==> config.mk <==
export PLATFORM = sky130hd
export DESIGN_NAME = amp_mode_supervisor
export DESIGN_NICKNAME = d
export VERILOG_FILES = /design/src/rtl/amp_sup_pkg.sv /design/src/rtl/amp_sup_ctrl.sv /design/src/rtl/amp_sup_dp.sv /design/src/rtl/amp_mode_supervisor.sv
export SDC_FILE = /design/constraint.sdc
export NUM_CORES = 1
export LEC_CHECK = 0
export BUFFER_PORTS_ARGS = -buffer_cell sky130_fd_sc_hd__buf_4
export CAP_MARGIN = 5
export CORE_ASPECT_RATIO = 0.6
export CORE_MARGIN = 3
export CORE_UTILIZATION = 39
export CTS_BUF_LIST = sky130_fd_sc_hd__clkbuf_2 sky130_fd_sc_hd__clkbuf_4 sky130_fd_sc_hd__clkbuf_8
export DETAILED_ROUTE_END_ITERATION = 8
export GPL_ROUTABILITY_DRIVEN = 0
export PLACE_DENSITY = 0.6
export SYNTH_ARGS = -nofsm -noshare
export SYNTH_HDL_FRONTEND = slang
export SYNTH_HIERARCHICAL = 1
export SYNTH_SLANG_ARGS = --single-unit
==> constraint.sdc <==
create_clock -name clk -period 5.1 [get_ports clk]
set_clock_uncertainty 0.15 [all_clocks]
set_input_delay 0.255 -clock clk [delete_from_list [all_inputs] [get_ports clk]]
set_output_delay 0.255 -clock clk [all_outputs]
set_load 0.005 [all_outputs]
==> src/rtl/amp_sup_pkg.sv <==
package amp_sup_pkg;
  typedef enum logic [2:0] {
    MODE_SHDN   = 3'd0,
    MODE_SLEEP  = 3'd1,
    MODE_MUTED  = 3'd2,
    MODE_ACTIVE = 3'd3,
    MODE_RAMPDN = 3'd4
  } pwr_mode_e;

  // strobes from the mode controller to the fault datapath
  typedef struct packed {
    logic faultClr;  // a shutdown control is low: clear latched faults
    logic inShdn;    // controller sits in shutdown
    logic inActive;  // controller sits in active playback
  } sup_strobe_t;
endpackage

==> src/rtl/amp_sup_ctrl.sv <==
module amp_sup_ctrl
  import amp_sup_pkg::*;
(
  input  logic        clk,
  input  logic        rstN,
  input  logic        shdnPinN,
  input  logic        shdnBitN,
  input  logic        sleepBit,
  input  logic        muteBit,
  input  logic        supplyOk,
  input  logic        holdOff,
  input  logic        rampDone,
  output pwr_mode_e   stateQ,
  output logic        stageEnable,
  output logic        rampDownReq,
  output logic        rampUpReq,
  output sup_strobe_t strb
);
  pwr_mode_e target;
  pwr_mode_e stateNext;
  logic shdnReq;
  logic hardStop;

  assign shdnReq  = ~shdnPinN | ~shdnBitN | ~supplyOk;
  assign hardStop = holdOff | ~supplyOk;

  always_comb begin
    if (shdnReq)                target = MODE_SHDN;
    else if (sleepBit | holdOff) target = MODE_SLEEP;
    else if (muteBit)           target = MODE_MUTED;
    else                        target = MODE_ACTIVE;
  end

  always_comb begin
    stateNext = target;
    unique case (stateQ)
      MODE_ACTIVE: begin
        if (hardStop)                  stateNext = target;
        else if (target != MODE_ACTIVE) stateNext = MODE_RAMPDN;
        else                           stateNext = MODE_ACTIVE;
      end
      MODE_RAMPDN: begin
        if (hardStop)                  stateNext = target;
        else if (target == MODE_ACTIVE) stateNext = MODE_ACTIVE;
        else if (rampDone)             stateNext = target;
        else                           stateNext = MODE_RAMPDN;
      end
      default: stateNext = target;
    endcase
  end

  always_ff @(posedge clk or negedge rstN) begin
    if (!rstN) begin
      stateQ    <= MODE_SHDN;
      rampUpReq <= 1'b0;
    end else begin
      stateQ    <= stateNext;
      rampUpReq <= (stateNext == MODE_ACTIVE) && (stateQ != MODE_ACTIVE);
    end
  end

  assign stageEnable   = (stateQ == MODE_MUTED) || (stateQ == MODE_ACTIVE) ||
                         (stateQ == MODE_RAMPDN);
  assign rampDownReq   = (stateQ == MODE_RAMPDN);
  assign strb.faultClr = ~shdnPinN | ~shdnBitN;
  assign strb.inShdn   = (stateQ == MODE_SHDN);
  assign strb.inActive = (stateQ == MODE_ACTIVE);

  AST_SHDN_ENTRY: assert property (@(posedge clk) disable iff (!rstN)
    (shdnReq && stateQ != MODE_ACTIVE && stateQ != MODE_RAMPDN) |=> (stateQ == MODE_SHDN));
  AST_RAMPUP_SINGLE: assert property (@(posedge clk) disable iff (!rstN)
    rampUpReq |=> !rampUpReq);
  AST_RAMP_HOLDS: assert property (@(posedge clk) disable iff (!rstN)
    (stateQ == MODE_RAMPDN && !rampDone && !hardStop && target != MODE_ACTIVE)
      |=> (stateQ == MODE_RAMPDN && stageEnable));
  AST_HOLD_BLOCKS_ACTIVE: assert property (@(posedge clk) disable iff (!rstN)
    holdOff |=> (stateQ != MODE_ACTIVE));
endmodule

==> src/rtl/amp_sup_dp.sv <==
module amp_sup_dp
  import amp_sup_pkg::*;
#(
  parameter int SHORT_WAIT   = 650000,
  parameter int LONG_WAIT    = 1300000,
  parameter int PULSE_LOW    = 10,
  parameter int PULSE_PERIOD = 350
) (
  input  logic        clk,
  input  logic        rstN,
  input  logic        usTick,
  input  logic        rawOverTemp,
  input  logic        rawDcErr,
  input  logic        rawOverCur,
  input  logic        rawClkErr,
  input  sup_strobe_t strb,
  output logic        holdOff,
  output logic [3:0]  faultStatus,
  output logic        faultN
);
  localparam int NUM_LATCH = 3;
  localparam int WAIT_W    = $clog2(LONG_WAIT + 1);
  localparam int PER_W     = $clog2(PULSE_PERIOD + 1);

  logic [NUM_LATCH-1:0] rawVec;
  logic [NUM_LATCH-1:0] latQ;
  logic [WAIT_W-1:0]    waitCnt;
  logic [PER_W-1:0]     pulseCnt;
  logic                 beenActive;
  logic                 waitBusy;
  logic                 pulseLow;
  logic                 clkPinLow;

  assign rawVec = {rawOverCur, rawDcErr, rawOverTemp};

  for (genvar gi = 0; gi < NUM_LATCH; gi++) begin : g_latch
    always_ff @(posedge clk or negedge rstN) begin
      if (!rstN)              latQ[gi] <= 1'b0;
      else if (strb.faultClr) latQ[gi] <= 1'b0;
      else if (rawVec[gi])    latQ[gi] <= 1'b1;
    end
  end

  // recovery interval, chosen by the kinds of fault being cleared
  always_ff @(posedge clk or negedge rstN) begin
    if (!rstN) waitCnt <= '0;
    else if (strb.faultClr && (|latQ))
      waitCnt <= (latQ[0] | latQ[2]) ? WAIT_W'(LONG_WAIT) : WAIT_W'(SHORT_WAIT);
    else if (usTick && waitCnt != '0)
      waitCnt <= waitCnt - 1'b1;
  end

  always_ff @(posedge clk or negedge rstN) begin
    if (!rstN) pulseCnt <= '0;
    else if (!rawClkErr) pulseCnt <= '0;
    else if (usTick)
      pulseCnt <= (pulseCnt == PER_W'(PULSE_PERIOD - 1)) ? '0 : pulseCnt + 1'b1;
  end

  always_ff @(posedge clk or negedge rstN) begin
    if (!rstN)              beenActive <= 1'b0;
    else if (strb.inShdn)   beenActive <= 1'b0;
    else if (strb.inActive) beenActive <= 1'b1;
  end

  assign waitBusy    = (waitCnt != '0);
  assign pulseLow    = (pulseCnt < PER_W'(PULSE_LOW));
  assign clkPinLow   = rawClkErr && !strb.inShdn && (beenActive || pulseLow);
  assign holdOff     = (|latQ) | waitBusy | (|rawVec) | rawClkErr;
  assign faultStatus = {rawClkErr | strb.inShdn, latQ};
  assign faultN      = ~((|latQ) | waitBusy | clkPinLow);

  AST_LATCH_STICKY: assert property (@(posedge clk) disable iff (!rstN)
    !strb.faultClr |=> ((latQ & $past(latQ)) == $past(latQ)));
  AST_WAIT_NOT_ACTIVE: assert property (@(posedge clk) disable iff (!rstN)
    strb.inActive |-> (waitCnt == '0));
  AST_PULSE_IN_RANGE: assert property (@(posedge clk) disable iff (!rstN)
    pulseCnt < PER_W'(PULSE_PERIOD));
endmodule

==> src/rtl/amp_mode_supervisor.sv <==
module amp_mode_supervisor
  import amp_sup_pkg::*;
#(
  parameter int SHORT_WAIT   = 650000,
  parameter int LONG_WAIT    = 1300000,
  parameter int PULSE_LOW    = 10,
  parameter int PULSE_PERIOD = 350
) (
  input  logic       clk,
  input  logic       rstN,
  input  logic       usTick,
  input  logic       shdnPinN,
  input  logic       shdnBitN,
  input  logic       sleepBit,
  input  logic       muteBit,
  input  logic       supplyOk,
  input  logic       rawOverTemp,
  input  logic       rawDcErr,
  input  logic       rawOverCur,
  input  logic       rawClkErr,
  input  logic       rampDone,
  output logic       stageEnable,
  output logic       rampDownReq,
  output logic       rampUpReq,
  output logic [3:0] faultStatus,
  output logic       faultN,
  output logic [2:0] mode
);
  sup_strobe_t strb;
  pwr_mode_e   stateQ;
  logic        holdOff;

  amp_sup_ctrl u_ctrl (
    .clk(clk), .rstN(rstN), .shdnPinN(shdnPinN), .shdnBitN(shdnBitN),
    .sleepBit(sleepBit), .muteBit(muteBit), .supplyOk(supplyOk),
    .holdOff(holdOff), .rampDone(rampDone), .stateQ(stateQ),
    .stageEnable(stageEnable), .rampDownReq(rampDownReq),
    .rampUpReq(rampUpReq), .strb(strb)
  );

  amp_sup_dp #(
    .SHORT_WAIT(SHORT_WAIT), .LONG_WAIT(LONG_WAIT),
    .PULSE_LOW(PULSE_LOW), .PULSE_PERIOD(PULSE_PERIOD)
  ) u_dp (
    .clk(clk), .rstN(rstN), .usTick(usTick), .rawOverTemp(rawOverTemp),
    .rawDcErr(rawDcErr), .rawOverCur(rawOverCur), .rawClkErr(rawClkErr),
    .strb(strb), .holdOff(holdOff), .faultStatus(faultStatus), .faultN(faultN)
  );

  assign mode = stateQ;
endmodule

* Yosys cells after proc, flatten, opt, wreduce, memory -nomap -nowiden *
Index checks and enable logic that the tools add are counted.

storage, ports and cells
  memories = 0
  memory bits (read-only) = 0
  latch bits = 0
  RAM bits = 0
  bits of input ports = 13
  logic and storage cells = 75
  output and inout bits = 11
  flip-flop bits (word level) = 38

cells by class
  equality and inequality tests = 9
  $lt $le $gt $ge = 1
  divide/modulo/power cells = 0
  reductions and logical operators = 18
  muxes and demuxes = 23
  multipliers = 0
  shifts and indexed selects = 0
  bitwise gates (word level) = 14
  add/subtract/negate cells = 2

operators with widths
  kind                                                         count
  two-way mux 21 bit                                           3
  two-way mux 9 bit                                            3
  two-way mux 3 bit                                            7
  nonzero test 21 bit                                          1
  subtractor 21 x 1 -> 21 bit (second input constant)          1
  == test 3 x 2 -> 1 bit (second input constant)               4
  bitwise OR 1 bit                                             10
  nonzero test 2 bit                                           5
  adder 9 x 1 -> 9 bit (second input constant)                 1
  == test 9 bit (second input constant)                        1
  less-than comparator 9 x 4 -> 1 bit (second input constant)  1
  two-way mux 1 bit                                            9
  != test 3 x 2 -> 1 bit (second input constant)               2
  one-hot mux 3 bit (2 select lines)                           1
  OR reduction 3 bit                                           2
  logical AND 1 bit                                            5
  inverter 1 bit                                               4
  == test 3 bit (second input constant)                        1
  logical NOT 3 bit                                            1
  logical OR 1 bit                                             3
  != test 2 bit (second input constant)                        1
  logical NOT 1 bit                                            1

* Depth between registers and ports, before layout *
  depth in word-level cells = 13
  depth in mapped cells = 8
  mapped depth without buffers = 7

* Modules after synthesis *
Netlist, hierarchy kept.

modules (own cells, without submodules)
  module        cells each  sequential area each (µm²)  area each (µm²)  instances
  amp_sup_dp    223         850.8                       1996.9           1
  amp_sup_ctrl  23          100.1                       207.7            1

* Worst setup path before layout *
No wires, ideal clock.

  path type = register -> register
  start point = register u_dp.waitCnt[0]
  end point = register u_dp.waitCnt[8]
  period minus slack after synthesis = 2.371 ns
  cell stages (with the launch flop) = 9
  arrival time = 2.095 ns
  data required time = 4.824 ns
  setup time = 0.126 ns
  setup slack = 2.729 ns
  cell sequence = dfrtp_1 > inv_1 > ha_1 > or3b_2 > or4_4 > buf_6 > o21ai_4 > nor2_2 > o311a_1

between the ends
  word-level cells in the longest chain between the ends = 3
  elaborated cells on any way between the ends = 6
  classes of those cells = add/sub (1); mux (2); reduce/logical (3)

RTL lines
  what                                                                line                                source
  start, declared                                                     amp_sup_dp.sv:27                    logic [WAIT_W-1:0] waitCnt;
  start signal, assigned                                              amp_sup_dp.sv:48                    waitCnt <= (latQ[0] | latQ[2]) ? WAIT_W'(LONG_WAIT) : WAIT_W'(SHORT_WAIT);
  start signal, assigned                                              amp_sup_dp.sv:50                    waitCnt <= waitCnt - 1'b1;
  subtractor 21 x 1 -> 21 bit or nonzero test 21 bit (tied branches)  amp_sup_dp.sv:50, amp_sup_dp.sv:49
  two-way mux 21 bit or logical AND 1 bit (tied branches)             amp_sup_dp.sv:49                    else if (usTick && waitCnt != '0)
  two-way mux 21 bit or nonzero test 2 bit (tied branches)            -

Several ways; a longest one is shown, not always the timed one. The select of a mux whose other input is x is not followed.
A chain may end at the register's enable or synchronous reset.

* Final worst setup path *
  start point = register u_dp.waitCnt[18]
  end point = output port faultN

between the ends
  word-level cells in the longest chain between the ends = 4

RTL lines
  what                           line                       source
  nonzero test 21 bit            amp_sup_dp.sv:66           assign waitBusy = (waitCnt != '0);
  bitwise OR 1 bit (2 in a row)  amp_sup_dp.sv:71           assign faultN = ~((|latQ) | waitBusy | clkPinLow);
  inverter 1 bit                 amp_sup_dp.sv:71
  end, declared                  amp_mode_supervisor.sv:26  output logic faultN,

Every way passes these cells.

==> results.tsv <==
metric	value	unit
status	finished clean	
critical-path maximum fanout	5	
antenna violations before repair	0	
setup violators final	0	
syn_nets	263	
GRT Overall Usage	0.178	
Crit. End Element	primary output	
die width	103	microns
cts repair resizes	0	
Slew Viols, Final	0	
EDFF count, synth	0	
Syn-to-layout area delta	15.2	%
CTS tree	built	
DR vias/cell	5.69	
Yosys top cell area share	0.431	
antenna cells	0	
register share of total power	0.461	
commonest cells in the synthesized netlist	38 x dfrtp_1, 27 x nor2_1, 20 x nand2_1, 16 x nor3_1, 14 x a21oi_1	
peak ir drop on the vdd network	0.197	mV
Startpoint Class	register	
largest net degree at the start of global routing	39	
HPWL Detailed	4030	microns
post-synthesis instance total	246	
Worst-Skew Late Latency	0.30	ns
post-synthesis sequential area ratio	0.431	
die height	64.2	microns
fin crit share	0.560	
DR iter-0 viols	105	
hold crit path type	in2reg	
asr flop ratio synth	1.00	
top post-synthesis cells by area	dfrtp_1 43%, nor2_1 4.6%, nor3_1 3.6%	
Yosys warnings	6	
sw frac	0.344	
post-route design area	2540	sq um
switching pwr	0.305	mW
vias in the first global route	1709	
post-synthesis cell type count	50	
RSZ-0062 raised after global routing	no	
H-tree Lvls	2	
area post-placement	2410	sq um
CTS root buf	clkbuf_8	
worst hold slack	0.0250	ns
PortBufs	23	
IO Pins	24	
Comb pwr share	0.251	
Final Util	0.483	
routed wire length	5410	microns
Synth Register Bits	38	
Non-Filler Instances	337	
nets	287	
Slew headroom	0.419	
Core ar.	5260	sq um
die area	6620	sq um
DRT Pass-1 Iters	5	
global-route wire length before repair	9050	microns
Initial Util	0.420	
Fin. Hold Viols	0	
Filler Cells Inserted	520	
clock network fraction of total power	0.288	
Cell Pwr Density	350	nW/um^2
Num Clock Sinks	38	
Post-synth top flop	dfrtp_1	
final worst setup slack	2.24	ns
max cap viols	0	
Placed Cells	327	
Power Total	0.887	mW
clock-pin slew on the worst setup and hold paths	0.08	ns
setup TNS	0	ns
post-route ant nets	0	
most frequent cell after synthesis	dfrtp_1	
Setup CP Type	reg2out	
Pleak	1.05	nW
dpl ws	2.47	ns
layout cells sized above 1	0.159	
Tmin final	2.86	ns
measured slew at the worst slew-check pin	0.850	ns
FMAX	0.350	GHz
Max clock buf depth	2	
CP required	4.70	ns
Multi-input gate area	1160	sq um
CTS Buf Count	5	
Wirelength per Cell	16.0	microns
row count	20	
syn_area_per_cell	8.96	sq um
vias	1917	
FF+latch area	951	sq um
WP data arrival	2.45	ns
Overflow after GRT	0	
Netlist Area Pre-Place	2200	sq um
internal power	0.582	mW
number of remaining DRC errors	0	
area leader, netlist	dfrtp_1	
==> cell usage in the layout (no fill, tap or decap), types with 3 or more instances in the layout <==
cell type   n
a21oi_1    14
a31oi_1     4
and2_1      3
buf_4      23
clkbuf_8    5
dfrtp_1    38
ha_1        4
inv_1      11
nand2_1    20
nand2b_1    4
nand3_1    10
nand4_1     5
nor2_1     27
nor2b_1     3
nor3_1     16
nor4_1      7
o211ai_1    3
o21ai_0    12
o22a_1      4
o31ai_1     4
or3_1       8
xnor2_1     3
xor2_1      6
==> area by class of cell <==
class	instances	share of cell area
multi-input cells	189	0.458
flip-flops and latches	38	0.375
repair buffers	25	0.0759
well taps	66	0.0325
clock buffers	5	0.0271
inverters	11	0.0163
clock inverters	3	0.0158
==> state kept, by name, indices dropped and copies added, names as in the netlist <==
name and cells:
u_dp/faultStatus 3, u_ctrl/stateQ 3, u_ctrl/rampUpReq 1, u_dp/pulseCnt 9, u_dp/beenActive 1, u_dp/waitCnt 21
==> routing by layer <==
layer / track usage / wire length [microns]
met1: 0.301 / 3020
met2: 0.213 / 1970
met3: 0.0458 / 370
met4: 0.0388 / 46
met5: 0 / 0
==> power groups by stage <==
| stage | Clock, mW | Combinational, mW | Sequential, mW |
|---|---|---|---|
| 2_1_floorplan | 0 | 0.165 | 0.396 |
| 3_3_place_gp | 0 | 0.216 | 0.412 |
| 3_5_place_dp | 0 | 0.218 | 0.413 |
| 4_1_cts | 0.264 | 0.220 | 0.407 |
| 5_1_grt | 0.281 | 0.253 | 0.416 |
| 6_report | 0.256 | 0.223 | 0.409 |
==> cell families (layout without fill, tap and decap cells) <==
kind of cell / count (synthesis) / count (layout) / synth area share
AND/OR/NAND/NOR: 117 / 117 / 0.277
AO/OA/AOI/OAI: 58 / 58 / 0.187
flip-flops: 38 / 38 / 0.431
buffers and inverters: 19 / 44 / 0.0414
XOR/XNOR: 9 / 9 / 0.0358
adder cells (fa/ha/maj): 4 / 4 / 0.0227
multiplexers: 1 / 1 / 0.00454
==> worst max-delay path, stage by stage, from the launching register on <==
cell	delay (ns)
dfrtp_1	0.43
or4_4	0.56
nor3_1	0.38
nand2_1	0.10
nor3_1	0.38
o31a_1	0.21
buf_4	0.10
==> what timing repair did <==
item                      in CTS  in global routing
hold endpoints to repair      39                  0
setup buffers                  0                  0
hold buffers                   2                  0
==> path summary, 6_finish.rpt <==
path,slack (ns),start,cells after the start,end
setup / recovery,2.24,u_dp/waitCnt[18]$_DFFE_PN0P_,6,faultN
hold / removal,0.02,muteBit,2,u_ctrl/stateQ[1]$_DFF_PN0_
setup reg to reg,2.36,u_dp/waitCnt[18]$_DFFE_PN0P_,6,u_ctrl/stateQ[1]$_DFF_PN0_
hold reg to reg,0.39,u_dp/pulseCnt[4]$_DFFE_PN0P_,1,u_dp/pulseCnt[4]$_DFFE_PN0P_
max in group asynchronous,4.14,rstN,2,u_dp/faultStatus[2]$_DFFE_PN0P_
min in group asynchronous,0.32,rstN,2,u_dp/waitCnt[6]$_DFFE_PN0P_
Note: power is estimated with default switching activity, not from simulation.
